### src/rtl/traffic_pkg.sv
package traffic_pkg;

    localparam int STEP_W = 4;

    // schedule boundaries; the decode depends on this order
    localparam int NS_GO_FIRST   = 1;
    localparam int NS_WARN_FIRST = 6;
    localparam int MID_CLEAR     = 8;
    localparam int EW_GO_FIRST   = 9;
    localparam int EW_WARN_FIRST = 14;

    typedef enum logic [1:0] {
        ASP_STOP = 2'd0,
        ASP_WARN = 2'd1,
        ASP_GO   = 2'd2
    } aspect_e;

    typedef struct packed {
        aspect_e ns;
        aspect_e ew;
    } phase_t;

    function automatic phase_t step_to_phase(input logic [STEP_W-1:0] s);
        phase_t p;
        int unsigned v;
        v    = int'(s);
        p.ns = ASP_STOP;
        p.ew = ASP_STOP;
        if (v >= NS_GO_FIRST && v < NS_WARN_FIRST)
            p.ns = ASP_GO;
        else if (v >= NS_WARN_FIRST && v < MID_CLEAR)
            p.ns = ASP_WARN;
        else if (v >= EW_GO_FIRST && v < EW_WARN_FIRST)
            p.ew = ASP_GO;
        else if (v >= EW_WARN_FIRST)
            p.ew = ASP_WARN;
        return p;
    endfunction

endpackage

### src/rtl/step_counter.sv
module step_counter #(
    parameter int W = traffic_pkg::STEP_W
) (
    input  logic         clk,
    input  logic         rst,
    input  logic         en,
    output logic [W-1:0] cnt
);
    localparam logic [W-1:0] TOP = {W{1'b1}};

    always_ff @(posedge clk or posedge rst) begin
        if (rst)
            cnt <= '0;
        else if (en)
            cnt <= cnt + W'(1);
    end

    p_advance_r2: assert property (@(posedge clk) disable iff (rst)
        en |=> cnt == W'($past(cnt) + W'(1)));

    p_hold_r3: assert property (@(posedge clk) disable iff (rst)
        !en |=> $stable(cnt));

    p_wrap_r4: assert property (@(posedge clk) disable iff (rst)
        (en && cnt == TOP) |=> cnt == '0);

endmodule

### src/rtl/phase_decode.sv
module phase_decode
    import traffic_pkg::*;
#(
    parameter int W = STEP_W
) (
    input  logic         clk,
    input  logic         rst,
    input  logic [W-1:0] step,
    output phase_t       phase
);
    always_comb phase = step_to_phase(step);

    p_clear_r5: assert property (@(posedge clk) disable iff (rst)
        (step == W'(0) || step == W'(MID_CLEAR)) |->
        (phase.ns == ASP_STOP && phase.ew == ASP_STOP));

    p_ns_side_r6: assert property (@(posedge clk) disable iff (rst)
        (step >= W'(NS_GO_FIRST) && step < W'(MID_CLEAR)) |->
        (phase.ew == ASP_STOP && phase.ns != ASP_STOP));

    p_ew_side_r7: assert property (@(posedge clk) disable iff (rst)
        (step >= W'(EW_GO_FIRST)) |->
        (phase.ns == ASP_STOP && phase.ew != ASP_STOP));

endmodule

### src/rtl/lamp_driver.sv
module lamp_driver
    import traffic_pkg::*;
(
    input  aspect_e    asp,
    output logic [2:0] lit,
    output logic [2:0] lit_n
);
    // lit[0]=red lit[1]=yellow lit[2]=green
    always_comb begin
        lit = 3'b000;
        unique case (asp)
            ASP_STOP: lit[0] = 1'b1;
            ASP_WARN: lit[1] = 1'b1;
            ASP_GO:   lit[2] = 1'b1;
            default:  lit[0] = 1'b1;
        endcase
        lit_n = ~lit;
    end
endmodule

### src/rtl/traffic_seq_ctrl.sv
module traffic_seq_ctrl
    import traffic_pkg::*;
(
    input  logic clk,
    input  logic rst,
    input  logic step_en,
    output logic ns_red,
    output logic ns_yel,
    output logic ns_grn,
    output logic ew_red,
    output logic ew_yel,
    output logic ew_grn,
    output logic ns_red_n,
    output logic ns_yel_n,
    output logic ns_grn_n,
    output logic ew_red_n,
    output logic ew_yel_n,
    output logic ew_grn_n
);
    localparam int N_DIR = 2;

    logic [STEP_W-1:0] step;
    phase_t            phase;
    aspect_e           asp   [N_DIR];
    logic [2:0]        lit   [N_DIR];
    logic [2:0]        lit_n [N_DIR];

    step_counter #(.W(STEP_W)) u_cnt (
        .clk (clk),
        .rst (rst),
        .en  (step_en),
        .cnt (step)
    );

    phase_decode #(.W(STEP_W)) u_dec (
        .clk   (clk),
        .rst   (rst),
        .step  (step),
        .phase (phase)
    );

    assign asp[0] = phase.ns;
    assign asp[1] = phase.ew;

    for (genvar d = 0; d < N_DIR; d++) begin : g_dir
        lamp_driver u_drv (
            .asp   (asp[d]),
            .lit   (lit[d]),
            .lit_n (lit_n[d])
        );
    end

    assign {ns_grn, ns_yel, ns_red}       = lit[0];
    assign {ew_grn, ew_yel, ew_red}       = lit[1];
    assign {ns_grn_n, ns_yel_n, ns_red_n} = lit_n[0];
    assign {ew_grn_n, ew_yel_n, ew_red_n} = lit_n[1];

    p_one_lamp_r9: assert property (@(posedge clk) disable iff (rst)
        $countones({ns_red, ns_yel, ns_grn}) == 1 &&
        $countones({ew_red, ew_yel, ew_grn}) == 1);

    p_no_conflict_r10: assert property (@(posedge clk) disable iff (rst)
        !((ns_grn || ns_yel) && (ew_grn || ew_yel)));

    p_reset_red_r1: assert property (@(posedge clk)
        rst |-> (ns_red && ew_red));

endmodule

### config.mk
export PLATFORM = sky130hd
export DESIGN_NAME = traffic_seq_ctrl
export DESIGN_NICKNAME = d
export VERILOG_FILES = /design/src/rtl/traffic_pkg.sv /design/src/rtl/step_counter.sv /design/src/rtl/phase_decode.sv /design/src/rtl/lamp_driver.sv /design/src/rtl/traffic_seq_ctrl.sv
export SDC_FILE = /design/constraint.sdc
export NUM_CORES = 1
export LEC_CHECK = 0
export ABC_AREA = 0
export BUFFER_PORTS_ARGS = -buffer_cell sky130_fd_sc_hd__buf_4
export CAP_MARGIN = 30
export CORE_AREA = 2 2 39 41
export DETAILED_ROUTE_END_ITERATION = 10
export DIE_AREA = 0 0 41 43
export PLACE_DENSITY = 0.48
export REMOVE_ABC_BUFFERS = 1
export SLEW_MARGIN = 10
export SYNTH_ARGS = -nofsm -noshare
export SYNTH_HDL_FRONTEND = slang
export SYNTH_SLANG_ARGS = --single-unit
export TNS_END_PERCENT = 5
### constraint.sdc
create_clock -name clk -period 4.2 [get_ports clk]
set_clock_uncertainty 0.05 [all_clocks]
set_input_delay 0.42 -clock clk [delete_from_list [all_inputs] [get_ports clk]]
set_output_delay 0.42 -clock clk [all_outputs]
set_load 0.02 [all_outputs]
# Word-level counts from Yosys, hierarchy flattened

Cells that the tools add are included.

Register bits: 4
Input port bits: 3
Output and inout bits: 12
Word-level logic and storage cells: 32

Add/sub/neg operators: 1
$lt $le $gt $ge: 7
Equal/unequal tests: 4
Muxes and demuxes: 12
Bitwise logic cells: 2
Reductions and logical operators: 5

Operators by type and width:

| operator            | number |
|---|---|
| $ge 4x4->1 const B  | 2 |
| $lt 4x4->1 const B  | 2 |
| $mux 1              | 8 |
| $mux 2              | 4 |
| $not 3->3           | 2 |
| $add 4x1->4 const B | 1 |
| $eq 2x1->1 const B  | 2 |
| $eq 2x2->1 const B  | 2 |
| $ge 4x1->1 const B  | 1 |
| $ge 4x3->1 const B  | 1 |
| $lt 4x3->1 const B  | 1 |
| $reduce_or 2->1     | 2 |
| $logic_and 1x1->1   | 3 |

# Logic depth before layout (Yosys ltp)

Gate-level depths: netlist of run 1.

Word-level depth: 9
Gate-level depth with buffers: 6
Depth with buffers taken out: 6

# Cells and area by module

From an unflattened synthesis of run 1, not the netlist that was laid out.

Cells, all modules: 36
Area, all modules: 342.8 um^2

Modules (own cells, without submodules):

| module       | instances | cells each | area each (um^2) | seq. area each (um^2) |
|---|---|---|---|---|
| step_counter | 1         | 12         | 163.9            | 100.1 |
| lamp_driver  | 2         | 9          | 68.8             | 0.0 |
| phase_decode | 1         | 6          | 41.3             | 0.0 |

# Worst setup path after synthesis of run 1

OpenSTA, ideal clock, no wires.

Path kind: reg2out
Start: register u_cnt.cnt[1]
End: output ew_grn_n
Data arrival time: 1.548 ns
Data required time: 3.730 ns
Path slack: 2.182 ns
Stages on the path, launching flop included: 7
Buffers on the path: 0
Path through: dfrtp_1 inv_1 ha_1 or3b_4 and3_1 ha_1 inv_1

Cells in the longest elaborated chain, start to end: 8
Elaborated cells between the ends (all ways): 17
Classes of those cells: order compare (7); eq/ne (1); mux (5); bitwise (1); reduce/logical (3)

Ends and longest elaborated chain:

| item                                               | line                                 | source |
|---|---|---|
| from (decl)                                        | step_counter.sv:7                    | `output logic [W-1:0] cnt` |
| from (signal assigned)                             | step_counter.sv:15                   | `cnt <= cnt + W'(1);` |
| $ge 4x4->1, or another cell as far along           | traffic_pkg.sv:35                    | `else if (v >= EW_WARN_FIRST)` |
| $mux 1 / $logic_and 1x1->1 (equally long branches) | traffic_pkg.sv:35, traffic_pkg.sv:33 |  |
| $mux 2                                             | traffic_pkg.sv:33                    | `else if (v >= EW_GO_FIRST && v < EW_WARN_FIRST)` |
| $mux 2                                             | traffic_pkg.sv:31                    | `else if (v >= NS_WARN_FIRST && v < MID_CLEAR)` |
| $mux 2 *                                           | traffic_pkg.sv:29                    | `if (v >= NS_GO_FIRST && v < NS_WARN_FIRST)` |
| $eq 2x2->1 *                                       | lamp_driver.sv:11                    | `unique case (asp)` |
| $mux 1 *                                           | lamp_driver.sv:11                    |  |
| $not 3->3 *                                        | lamp_driver.sv:17                    | `lit_n = ~lit;` |
| to (decl)                                          | traffic_seq_ctrl.sv:18               | `output logic ew_grn_n` |

Every way passes the cells marked *; elsewhere a longest branch is shown, timed or not.

# Worst setup path after layout of run 1

Start: register u_cnt.cnt[1]
End: output ew_grn

Cells in the longest elaborated chain, start to end: 7
Elaborated cells between the ends (all ways): 16
Classes of those cells: order compare (7); eq/ne (1); mux (5); reduce/logical (3)

Ends and longest elaborated chain:

| item                                               | line                                 | source |
|---|---|---|
| $ge 4x4->1, or another cell as far along           | traffic_pkg.sv:35                    |  |
| $mux 1 / $logic_and 1x1->1 (equally long branches) | traffic_pkg.sv:35, traffic_pkg.sv:33 |  |
| $mux 2                                             | traffic_pkg.sv:33                    |  |
| $mux 2                                             | traffic_pkg.sv:31                    |  |
| $mux 2 *                                           | traffic_pkg.sv:29                    |  |
| $eq 2x2->1 *                                       | lamp_driver.sv:11                    |  |
| $mux 1 *                                           | lamp_driver.sv:11                    |  |
| to (decl)                                          | traffic_seq_ctrl.sv:12               | `output logic ew_grn,` |

Marked as above.

==> results of run 1 <==
-- cells by family after synthesis --
logic type / synth area share, %
compound gates: 3.46
buf+inv: 12.5
fa+ha+maj: 24.2
simple gates: 24.9
xor+xnor: 7.27
flops: 27.7
-- synth_stat cells --
cell      n  area share, %
nand4_1   1            1.7
xor2_1    1            2.4
dfrtp_1   4             28
nand3b_1  1            2.1
nand2b_1  1            1.7
or3b_4    1            3.1
nor2_1    2            2.1
buf_6     1            3.1
inv_1     8            8.3
or2_1     1            1.7
nor3b_1   1            2.1
o21ai_0   1            1.4
nand2_1   3            3.1
clkbuf_1  1            1.0
ha_1      7             24
a211oi_1  1            2.1
and3_2    2            4.2
and3_1    1            1.7
xnor2_1   2            4.8
nand3_1   1            1.4
-- path summary, 6_finish.rpt --
check,slack (ps),endpoint,cells past startpoint,from
setup / recovery,1790,ew_grn,6,u_cnt.cnt[1]$_DFFE_PP0P_
hold / removal,20,u_cnt.cnt[2]$_DFFE_PP0P_,2,rst
setup reg to reg,3050,u_cnt.cnt[1]$_DFFE_PP0P_,4,u_cnt.cnt[1]$_DFFE_PP0P_
hold reg to reg,500,u_cnt.cnt[0]$_DFFE_PP0P_,1,u_cnt.cnt[0]$_DFFE_PP0P_
max in group asynchronous,3920,u_cnt.cnt[0]$_DFFE_PP0P_,2,rst
min in group clk,360,u_cnt.cnt[0]$_DFFE_PP0P_,2,step_en
-- area by class of cell --
| type | instances | share of cell area, % |
|---|---|---|
| inverters | 8 | 6.08 |
| multi-input cells | 27 | 43.8 |
| flip-flops and latches | 4 | 20.3 |
| well taps | 16 | 4.05 |
| repair buffers | 14 | 21.3 |
| clock buffers | 3 | 4.56 |
-- critical path, delay by kind of cell (launching register included) --
kind,cells,cell delay (ps)
buffers and inverters,2,260
adders and majority gates,2,400
DFF,1,450
and+or+nand+nor,2,600
-- metrics by stage --
step	worst slack, ps	hold WS (ps)
2_1_floorplan	2180	136
3_3_place_gp	2050	271
3_5_place_dp	2030	269
4_1_cts	1770	20.0
5_1_grt	1660	33.3
6_report	1790	23.7
-- routing by layer --
layer | GRT usage (%) | part of all wire (%) | vias up
met5 | 0 | 0 | -
met4 | 0 | 0 | 0
met3 | 6.28 | 8.8 | 0
met2 | 13.4 | 47 | 10
met1 | 11.4 | 45 | 129
li1 | - | - | 160
==> flow_metrics.py, run 1 <==
metrics = {
    "place": {
        "io_buffers": 14,
        "place_inst": 69,
        "gp_congestion": 0.591,
        "place_area_um2": 472,
        "dp_hpwl_um": 484,
    },
    "clock_tree": {
        "clock_latency_ps": 230,
        "ctsHoldBuffers": 0,
        "cts_resized": 0,
        "cts_buffer_depth": 2,
        "cts_buffers": 3,
        "path_clk_slew_ps": 40,
        "tritoncts": "done",
        "cts.sinks": 4,
        "root_buffer": "clkbuf_4",
        "cts-htree-levels": 1,
        "post_cts_buffers": 0,
    },
    "global_route": {
        "grt_max_degree": 12,
        "grt.total_usage_pct": 9.06,
        "antenna_found_initial": 0,
        "grt_pass1_wl_um": 1080,
        "grt_pass1_vias": 268,
        "overflow": 0,
    },
    "floorplanning": {
        "start_util_pct": 26.1,
        "die_h_um": 43,
        "rows": 14,
        "die_width_um": 41,
        "dieArea_mm2": 0.00176,
        "ios": 15,
        "coreArea_mm2": 0.00138,
    },
    "sta": {
        "finalHoldViolations": 0,
        "slew_violations": 0,
        "worstMarginPinSlew_ps": 273,
        "period_needed_ps": 2410,
        "setup_viol": 0,
        "finalSetupTns_ps": 0,
        "fmax_ghz": 0.415,
        "slew_headroom_pct": 81.8,
        "fin_crit_sh_pct": 57.3,
        "rsz0062_at_grt": "no",
    },
    "setup_path": {
        "cp_max_fo": 7,
        "crit_type": "reg2out",
        "crit_top_cell": "ha_1",
        "crit_path_end_kind": "output port",
        "crit_slowest_cell": "dfrtp_1",
        "cp-start-kind": "flip-flop",
        "crit_chain": "inv_1 > ha_1 > or3b_4 > and3_1 > ha_1 > buf_4",
        "cp_slowest_stage_delay_ps": 450,
        "worstPathRequired_ps": 3730,
        "critical_path_arrival_ps": 1940,
    },
    "cells_and_area": {
        "multi_input_area_um2": 216,
        "diodes": 0,
        "nFillCells": 160,
        "drive_above_1_share_pct": 35.7,
        "regMostFlops": "u_cnt.cnt",
        "final_common_cell": "buf_4",
        "fin_cells": 72,
        "layout.nets": 68,
        "largest_reg_flops": 4,
        "syn2layout_area_growth_pct": 36.7,
        "post-route-util_pct": 35.7,
        "seq_area_um2": 100,
        "final_cell_mix": "buf_4, inv_1, ha_1",
        "top_regs": "u_cnt.cnt (4)",
        "final_cell_area_um2": 494,
    },
    "routing": {
        "antenna_left": 0,
        "vias": 299,
        "first_pass_iters": 1,
        "post-route-drc-count": 0,
        "wl_um": 638,
        "viasPerCell": 4.15,
        "first_iter_violations": 0,
        "wl_per_cell_um": 8.86,
    },
    "yosys": {
        "synth_cells": 41,
        "ys_types": 20,
        "synth_warnings": 0,
        "synth-seq-cells": 4,
        "avgSynthCellArea_um2": 8.82,
        "netlist_area_um2": 362,
        "yosysSeqAreaShare_pct": 27.7,
    },
    "job": {
        "maxCapViolCount": 0,
    },
    "worst_hold_path": {
        "hold_class": "in2async",
    },
    "run_status": {
        "status": "complete, no violations",
    },
}
Power of run 1 is left out: the tool's default activity adds up to more than one toggle a clock period on the data nets, which glitch-free logic cannot reach.
==> run 2: changes to the inputs <==
Clock period 4.2 ns to 2.5 ns, I/O delays scaled along.
==> run 2 against run 1 <==
  * Via count increased by 3.7%
  * Critical path depth rose by 1
  * Clock-buffer cell count stayed put
  * Core utilization rose by 0.72 points
  * Global-route usage shrank 0.61 points
  * Setup slack got worse by 1500 ps
  * Final area increased by 2.0%
  * Non-clock buffer count increased by 1
==> flow_metrics.py, run 2 (synthesis gave the netlist of run 1 again) <==
metrics = {
    "setup_path": {
        "cp-start-kind": "flip-flop",
        "crit_slowest_cell": "dfrtp_1",
        "crit_chain": "inv_1 > ha_1 > or3b_4 > and3_1 > ha_1 > inv_1 > buf_4",
        "crit_type": "reg2out",
        "crit_path_end_kind": "output port",
        "cp_top_family": "simple AND/OR/NAND/NOR gates",
        "worstPathRequired_ps": 2200,
        "critical_path_arrival_ps": 1920,
        "worst-path-buf-inv": 3,
        "cp_slowest_stage_delay_ps": 430,
        "cp_max_fo": 7,
    },
    "clock_tree": {
        "cts_resized": 0,
        "cts_buffers": 3,
        "root_buffer": "clkbuf_4",
        "cts.sinks": 4,
        "cts_buffer_depth": 2,
        "clock_latency_ps": 230,
        "cts-htree-levels": 1,
        "path_clk_slew_ps": 30,
        "tritoncts": "done",
    },
    "global_route": {
        "grt_max_degree": 12,
        "grt_pass1_vias": 266,
        "grt.total_usage_pct": 8.45,
        "overflow": 0,
        "antenna_found_initial": 0,
        "grt_pass1_wl_um": 1030,
    },
    "sta": {
        "fin_crit_sh_pct": 88.8,
        "slew_violations": 0,
        "fmax_ghz": 0.450,
        "finalSetupTns_ps": 0,
        "rsz0062_at_grt": "no",
        "whs_ps": 188,
        "setup_viol": 0,
        "slew_headroom_pct": 81.8,
        "finalHoldViolations": 0,
        "period_needed_ps": 2220,
        "worstMarginPinSlew_ps": 273,
    },
    "routing": {
        "viasPerCell": 4.25,
        "wl_per_cell_um": 8.70,
        "wl_um": 635,
        "antenna_left": 0,
        "first_pass_iters": 4,
        "vias": 310,
        "first_iter_violations": 2,
        "post-route-drc-count": 0,
    },
    "cells_and_area": {
        "final_common_cell": "buf_4",
        "largest_reg_flops": 4,
        "syn2layout_area_growth_pct": 39.4,
        "diodes": 0,
        "top_regs": "u_cnt.cnt (4)",
        "final_cell_mix": "buf_4, inv_1, ha_1",
        "regMostFlops": "u_cnt.cnt",
        "drive_above_1_share_pct": 35.1,
        "nFillCells": 158,
        "layout.nets": 69,
        "fin_cells": 73,
    },
    "job": {
        "maxCapViolCount": 0,
    },
    "place": {
        "place_inst": 69,
        "io_buffers": 14,
        "gp_congestion": 0.595,
        "dp_hpwl_um": 489,
    },
    "floorplanning": {
        "rows": 14,
        "coreArea_mm2": 0.00138,
        "dieArea_mm2": 0.00176,
        "die_h_um": 43,
        "ios": 15,
        "die_width_um": 41,
        "start_util_pct": 26.1,
    },
    "worst_hold_path": {
        "hold_class": "in2reg",
    },
    "run_status": {
        "status": "complete, no violations",
    },
}
-- run 2: worst reg2reg max path, delay by kind of cell, from the launching register on --
| kind | cells | cell delay (ps) |
|---|---|---|
| flops | 1 | 430 |
| fa+ha+maj | 1 | 280 |
| buf+inv | 1 | 100 |
| compound gates | 1 | 70 |
| simple gates | 1 | 60 |
-- run 2: area by class of cell --
class / count / area [um2] / area share, %
inverters: 8 / 30.0 / 5.96
repair buffers: 15 / 115 / 22.8
well taps: 16 / 20.0 / 3.97
flip-flops and latches: 4 / 100 / 19.9
multi-input cells: 27 / 216 / 42.9
clock buffers: 3 / 22.5 / 4.47
-- run 2: per-stage QoR --
stage / worst slack (ps) / util [%] / area [um2]
floorplan: 652 / - / 347
global placement: 549 / 34.1 / 472
detailed placement: 515 / 34.1 / 472
CTS: 263 / 36.4 / 504
global route: 147 / 36.4 / 504
finish: 279 / 36.4 / 504
-- run 2: path summary, 6_finish.rpt --
kind / start / endpoint / slack [ps] / cells after the start
max: u_cnt.cnt[1]$_DFFE_PP0P_ / ew_grn_n / 280 / 7
min: step_en / u_cnt.cnt[0]$_DFFE_PP0P_ / 190 / 2
max reg2reg: u_cnt.cnt[1]$_DFFE_PP0P_ / u_cnt.cnt[1]$_DFFE_PP0P_ / 1380 / 4
min reg2reg: u_cnt.cnt[0]$_DFFE_PP0P_ / u_cnt.cnt[0]$_DFFE_PP0P_ / 500 / 1
max in group asynchronous: rst / u_cnt.cnt[1]$_DFFE_PP0P_ / 1850 / 3
min in group asynchronous: rst / u_cnt.cnt[2]$_DFFE_PP0P_ / 400 / 3
-- run 2: timing repair --
item,in CTS,in global routing
buffers inserted,0,0
hold endpoints to repair,4,0
hold buffers,1,0
-- run 2: layer usage --
| metal | share of wire (%) | wire length [um] | track usage [%] | vias to the layer above |
|---|---|---|---|---|
| met4 | 0 | 0 | 0 | 0 |
| met2 | 47 | 299 | 11.9 | 8 |
| met5 | 0 | 0 | 0 | - |
| li1 | - | - | - | 160 |
| met1 | 47 | 297 | 11.0 | 142 |
| met3 | 6.0 | 38 | 6.28 | 0 |
Power of run 2 is left out for the same reason.
==> run 3: changes to the inputs <==
Settings changed: SKIP_LAST_GASP set to 1, SLEW_MARGIN 10 to unset.
Clock period 2.5 ns to 2.7 ns, I/O delays scaled along.
==> run 3 against run 2 <==
  * Non-clock buffer count unchanged
  * Worst hold slack improved by 17 ps
  * Clock-buffer cell count did not move
  * Flip-flop and latch count did not move
  * First-iteration DRC count decreased by 50%
==> flow_metrics.py, run 3 (synthesis gave the netlist of run 1 again) <==
metrics = {
    "routing": {
        "wl_per_cell_um": 8.58,
        "antenna_left": 0,
        "viasPerCell": 4.30,
        "vias": 314,
        "first_pass_iters": 2,
        "post-route-drc-count": 0,
        "first_iter_violations": 1,
        "wl_um": 626,
    },
    "clock_tree": {
        "cts_buffers": 3,
        "path_clk_slew_ps": 30,
        "clock_latency_ps": 230,
        "cts.sinks": 4,
        "cts_resized": 0,
        "cts_buffer_depth": 2,
        "post_cts_buffers": 0,
        "tritoncts": "done",
        "root_buffer": "clkbuf_4",
        "ctsHoldBuffers": 1,
        "cts-htree-levels": 1,
    },
    "cells_and_area": {
        "top_regs": "u_cnt.cnt (4)",
        "diodes": 0,
        "largest_reg_flops": 4,
        "final_cell_mix": "buf_4, inv_1, ha_1",
        "post-route-util_pct": 36.4,
        "nFillCells": 153,
        "drive_above_1_share_pct": 35.1,
        "fin_cells": 73,
        "seq_area_um2": 100,
        "final_common_cell": "buf_4",
        "syn2layout_area_growth_pct": 39.4,
        "regMostFlops": "u_cnt.cnt",
        "layout.nets": 69,
        "multi_input_area_um2": 216,
    },
    "job": {
        "maxCapViolCount": 0,
    },
    "place": {
        "dp_hpwl_um": 502,
        "place_inst": 69,
        "io_buffers": 14,
        "gp_congestion": 0.571,
    },
    "setup_path": {
        "cp-start-kind": "flip-flop",
        "timing.critical_path.from": "u_cnt.cnt[1]$_DFFE_PP0P_",
        "r2r_cells": 4,
        "crit_path_end_kind": "output port",
        "cp-endpoint": "ew_grn_n",
        "ff2ff_setup_slack_ps": 1600,
        "regToRegEndpoint": "u_cnt.cnt[1]$_DFFE_PP0P_",
        "crit_type": "reg2out",
        "crit_slowest_cell": "dfrtp_1",
        "crit_chain": "inv_1 > ha_1 > or3b_4 > and3_1 > ha_1 > inv_1 > buf_4",
        "cp_max_fo": 7,
        "cp_slowest_stage_delay_ps": 430,
        "critical_path_arrival_ps": 1910,
        "rr_startpoint": "u_cnt.cnt[1]$_DFFE_PP0P_",
        "worstPathRequired_ps": 2380,
    },
    "sta": {
        "slew_headroom_pct": 81.9,
        "slew_violations": 0,
        "finalSetupTns_ps": 0,
        "finalHoldViolations": 0,
        "worstMarginPinSlew_ps": 272,
        "fmax_ghz": 0.448,
        "rsz0062_at_grt": "no",
        "fin_crit_sh_pct": 82.7,
        "setup_viol": 0,
        "period_needed_ps": 2230,
    },
    "global_route": {
        "grt_pass1_wl_um": 1080,
        "grt.total_usage_pct": 9.25,
        "overflow": 0,
        "grt_pass1_vias": 270,
        "grt_max_degree": 12,
        "antenna_found_initial": 0,
    },
    "floorplanning": {
        "start_util_pct": 26.1,
        "rows": 14,
        "die_h_um": 43,
        "die_width_um": 41,
        "coreArea_mm2": 0.00138,
        "ios": 15,
        "dieArea_mm2": 0.00176,
    },
    "run_status": {
        "status": "complete, no violations",
    },
    "worst_hold_path": {
        "hold_class": "in2reg",
    },
}
run 3: cell counts in the layout (fill, tap and decap cells not counted):
No cell type changed its count.
run 3: how the worst min path moves through the flow:
stage,startpoint,to,depth (start not counted)
2_1_floorplan,rst,u_cnt.cnt[0]$_DFFE_PP0P_,1
6_report,step_en,u_cnt.cnt[0]$_DFFE_PP0P_,2
3_3_place_gp,rst,u_cnt.cnt[2]$_DFFE_PP0P_,2
5_1_grt,step_en,u_cnt.cnt[0]$_DFFE_PP0P_,2
4_1_cts,step_en,u_cnt.cnt[0]$_DFFE_PP0P_,2
3_5_place_dp,rst,u_cnt.cnt[2]$_DFFE_PP0P_,2
run 3: stage by stage:
stage	setup WS, ps	hold slack [ps]	area (um2)
finish	468	205	504
global route	374	218	504
CTS	436	197	504
detailed placement	691	121	472
global placement	711	120	472
floorplan	832	-13.9	347
run 3: per-layer routing:
metal	vias up	routed length (um)	GRT usage (%)
li1	162	-	-
met1	140	247	10.3
met2	12	306	13.1
met3	0	72	6.28
met4	0	0	4.00
met5	-	0	0
run 3: final cells by class:
cell class,instances,share of cell area [%]
clock buffer,3,4.47
tap,16,3.97
timing repair buffer,15,22.8
sequential,4,19.9
inverter,8,5.96
multi-input combinational,27,42.9
run 3: critical path: cells and delay by family, from the launching register on:
kind | cells | cell delay [ps]
buffers and inverters | 3 | 280
adders and majority gates | 2 | 380
DFF | 1 | 430
and+or+nand+nor | 2 | 600
Power of run 3 is left out for the same reason.
